### config.mk
export PLATFORM = sky130hd
export DESIGN_NAME = cmpskip_unit
export DESIGN_NICKNAME = d
export VERILOG_FILES = /design/src/rtl/cmpskip_unit.sv
export SDC_FILE = /design/constraint.sdc
export NUM_CORES = 2
export LEC_CHECK = 0
export ABC_AREA = 0
export BUFFER_PORTS_ARGS = -buffer_cell sky130_fd_sc_hd__clkbuf_2
export CAP_MARGIN = 20
export CORE_UTILIZATION = 55
export DETAILED_ROUTE_END_ITERATION = 6
export GPL_ROUTABILITY_DRIVEN = 0
export PLACE_DENSITY = 0.71
export SYNTH_ARGS = -nofsm -noshare
export SYNTH_HDL_FRONTEND = slang
export SYNTH_SLANG_ARGS = --single-unit
### constraint.sdc
create_clock -name clk -period 3.45 [get_ports clk]
set_input_delay 0.69 -clock clk [delete_from_list [all_inputs] [get_ports clk]]
set_output_delay 0.69 -clock clk [all_outputs]
set_load 0.1 [all_outputs]
### src/rtl/cmpskip_unit.sv
module cmpskip_unit #(
  parameter int PC_W = 16,
  parameter int DW   = 8,
  parameter int AW   = 8,
  parameter logic [15-AW:0] OPC = 8'h30
) (
  input  logic            clk,
  input  logic            rst_n,
  input  logic [15:0]     instr,
  input  logic [DW-1:0]   wreg,
  input  logic            rf_we,
  input  logic [AW-1:0]   rf_waddr,
  input  logic [DW-1:0]   rf_wdata,
  output logic [1:0]      phase,
  output logic            fetch_valid,
  output logic            fetch_discard,
  output logic            pc_inc,
  output logic [PC_W-1:0] pc,
  output logic            rf_rd_en,
  output logic [AW-1:0]   rf_rd_addr
);

  localparam int DEPTH = 1 << AW;

  logic [1:0]    q;
  logic [15:0]   ir;
  logic [DW-1:0] opnd;
  logic          lt_q;
  logic          nop_cyc;
  logic [DW-1:0] rf [DEPTH];
  logic [DW:0]   diff;

  wire ir_cmp = (ir[15:AW] == OPC);
  wire exec   = !nop_cyc;
  wire borrow = diff[DW];

  assign diff          = {1'b0, opnd} - {1'b0, wreg};
  assign phase         = q;
  assign fetch_valid   = exec;
  assign fetch_discard = nop_cyc;
  assign pc_inc        = (q == 2'd3);
  assign rf_rd_en      = (q == 2'd1) && exec && ir_cmp;
  assign rf_rd_addr    = ir[AW-1:0];

  always_ff @(posedge clk) begin
    if (rf_we) rf[rf_waddr] <= rf_wdata;
  end

  always_ff @(posedge clk) begin
    if (!rst_n) begin
      q       <= 2'd0;
      ir      <= '0;
      opnd    <= '0;
      lt_q    <= 1'b0;
      nop_cyc <= 1'b0;
      pc      <= '0;
    end else begin
      q <= q + 2'd1;
      case (q)
        2'd0: ir <= instr;
        2'd1: if (rf_rd_en) opnd <= rf[rf_rd_addr];
        2'd2: lt_q <= exec && ir_cmp && borrow;
        default: begin
          nop_cyc <= lt_q;
          pc      <= pc + PC_W'(1);
        end
      endcase
    end
  end

  AST_PHASE_STEP: assert property (@(posedge clk) disable iff (!rst_n)
    1'b1 |=> phase == $past(phase) + 2'd1);
  AST_PC_STEP: assert property (@(posedge clk) disable iff (!rst_n)
    pc_inc |=> pc == $past(pc) + PC_W'(1));
  AST_PC_HOLD: assert property (@(posedge clk) disable iff (!rst_n)
    !pc_inc |=> $stable(pc));
  AST_READ_Q2: assert property (@(posedge clk) disable iff (!rst_n)
    rf_rd_en |-> (phase == 2'd1) && fetch_valid);
  AST_DISCARD_EDGE: assert property (@(posedge clk) disable iff (!rst_n)
    $rose(fetch_discard) |-> phase == 2'd0);
  AST_DISCARD_HOLD: assert property (@(posedge clk) disable iff (!rst_n)
    fetch_discard && (phase != 2'd3) |=> fetch_discard);
  AST_NO_CHAIN: assert property (@(posedge clk) disable iff (!rst_n)
    fetch_discard && (phase == 2'd3) |=> !fetch_discard);
  AST_SKIP_SRC: assert property (@(posedge clk) disable iff (!rst_n)
    $rose(fetch_discard) |-> $past(ir_cmp));

endmodule

==> out/results.ini <==
[synth]
yosys_warnings=0
synthCells=3982
syn_area_um2=82360
syn_nets=4038
synth-edff-count=2048
yosysUniqueCellTypes=78
ys_seq_area_frac=0.7574
synthArstFlopShare=0
synth_seq_cells=2092
avgSynthCellArea_um2=20.68
ys.flop_type=edfxtp_1

[setup_path]
arrival_ns=4.15
required_ns=4.14
r2r_slack_ns=-0.006
cp-end-kind=flip-flop
worstSetupStartpointType=flip-flop
crit_type=reg -> reg
worstPathMaxFanout=21

[clock_network]
hold_buffers=0
cts_buffers=201
cts_root_buf=clkbuf_16
clkTransAtPathRegs_ns=0.06
insertion_delay_ns=0.83
clk_path_buf_depth=3
cts.sink_count=2092
cts_tree=done
htreeDepth=4

[floorplanning]
rows=141
start_util=0.5558
die_width_um=389.0
ios=73
core_area_um2=148200
die_y_um=389.0
dieArea_um2=151300

[grt]
antenna_found_initial=7
grt_util_all_layers=0.2950
first_global_vias=43168
grt.overflow.total=0
grt_max_degree=124
grt_pass1_wl_um=314500

[layout]
stdcell_count=6655
mostFrequentLayoutCells=edfxtp_1, buf_4, mux4_2
nFillCells=9806
area_delta_synth_final_pct=14.86
drive_above_1_share=0.2790
fin_nets=4604
multi_input_area_um2=18020
final_common_cell=edfxtp_1
regArea_um2=62390
finish.utilization=0.6384

[timing]
relSlewSlack=0.2892
setup_tns_ns=-0.006243
worst_slack_ns=-0.006243
fin_crit_sh=1.002
finalClockSkew_ns=0.04368
tightestPinTransition_ns=1.066
fmax_mhz=289.3
hold_ws_ns=0.1248
final-setup-viol-count=1
maxSlewViolCount=0
finalHoldViolCount=0
final.min_clock_period_ns=3.456

[placed_design]
dp_cells=6274
port_buffers=72
dp_slack_ns=-0.1818
dp_hpwl_um=143100

[power_and_ir_drop]
leakagePower_uw=0.03039
peakVddDrop_uv=520.6
cellPowerDensity_nw_per_um2=570.2

[routing]
highest_layer=met5
wl_per_cell_um=33.38
wl_met3_um=24670
wl_um=222100
detail-route-antenna-nets=0
drt_iter0_drc=6429
drc=10
wl_met2_um=104300
drt_pre_antenna_iters=7
vias_per_cell=6.612
num_vias=44002
wl_met1_um=81430

[status]
violations=design-rule violations, negative setup slack
outcome=complete, but fails checks

[run]
drv_cap=0

[hold_path]
min_path_type=in -> reg

[critical path, cell delays in order (launching register included)]
cell      delay, ns
dfxtp_4        0.61
buf_12         0.25
buf_4          0.35
mux4_1         0.61
mux4_2         0.56
o22ai_1        0.48
or4_1          0.30
o211ai_1       0.12
[repair_timing]
| action | 4_1_cts | 5_1_grt |
|---|---|---|
| endpoints found under the hold margin | 0 | 0 |
| resized for setup | 3 | 6 |
| endpoints found under the setup margin | 3 | 5 |
| cloned | 0 | 0 |
| buffers inserted | 0 | 1 |
| pin swaps | 0 | 1 |
[sequential cells by signal, summed over array words and instances (netlist names)]
name	cells
fetch_discard	1
ir	16
lt_q	1
opnd	8
pc	16
phase	2
rf	2048
[where the power goes]
group / total, uW / leakage, uW / switching (uW) / internal (uW)
Clock: 22000 / 0.00326 / 9340 / 12700
Sequential: 28000 / 0.0188 / 48.4 / 27900
Combinational: 3910 / 0.00837 / 2470 / 1440
[cell usage after synthesis, drive strengths merged, types with 7 or more instances]
library cell | n | area (um^2)
mux2i | 234 | 2342
a31oi | 15 | 93.84
nor4 | 15 | 93.84
a211oi | 17 | 127.6
xnor2 | 12 | 105.1
or3 | 8 | 52.55
ha | 13 | 162.7
o211ai | 7 | 57.55
nand2 | 91 | 344.1
nand3 | 44 | 220.2
nor2 | 292 | 1096
edfxtp | 2048 | 61500
a22oi | 38 | 285.3
a21oi | 43 | 215.2
clkbuf | 107 | 605.6
a2111oi | 25 | 226.5
nor3 | 19 | 100.1
nor2b | 33 | 206.5
o221ai | 50 | 450.4
mux4 | 442 | 10190
nand4 | 19 | 118.9
a22o | 12 | 105.1
buf | 141 | 1359
o22ai | 76 | 475.5
and2 | 24 | 150.1
inv | 16 | 60.06
dfxtp | 44 | 880.8
mux2 | 7 | 78.83
o21ai | 23 | 115.1
[final timing paths]
kind	start	to	cells past startpoint
worst min register to register	opnd[0]	opnd[0]	2
worst min-delay path	instr[9]	ir[9]	3
worst max-delay path	ir[0]	opnd[7]	7
worst max register to register	ir[0]	opnd[7]	7
[stage by stage]
step	power, uW	cell area (um^2)
6_report	53950	94600
5_1_grt	55160	94580
4_1_cts	54130	94540
3_5_place_dp	32380	87900
3_3_place_gp	32340	87900
2_1_floorplan	30730	82360
[cells by family (layout without fill, tap and decap cells)]
| logic type | Yosys count | in the layout | share of synthesized area |
|---|---|---|---|
| flip-flops | 2092 | 2092 | 0.7574 |
| AND/OR/NAND/NOR | 574 | 574 | 0.03151 |
| multiplexers | 683 | 683 | 0.1532 |
| other | 0 | 11 | 0 |
| XOR/XNOR | 14 | 14 | 0.001489 |
| AO/OA/AOI/OAI | 342 | 342 | 0.02991 |
| buffers and inverters | 264 | 996 | 0.02458 |
| adder cells (fa/ha/maj) | 13 | 13 | 0.001975 |
[per-layer routing]
metal / global-route usage / vias to the layer above
met2: 0.4521 / 2895
met5: 0 / -
met3: 0.07584 / 529
met4: 0.1427 / 4
met1: 0.3986 / 22857
li1: - / 17717
[layout make-up]
class	count	share of cell area
antenna	11	0.0002910
clock buffer	250	0.05731
clock inverter	119	0.01275
inverter	16	0.0006877
multi-input combinational	1626	0.1905
sequential	2092	0.6595
tap	1930	0.02553
timing repair buffer	611	0.05338
(Power assumes the default switching activity.)
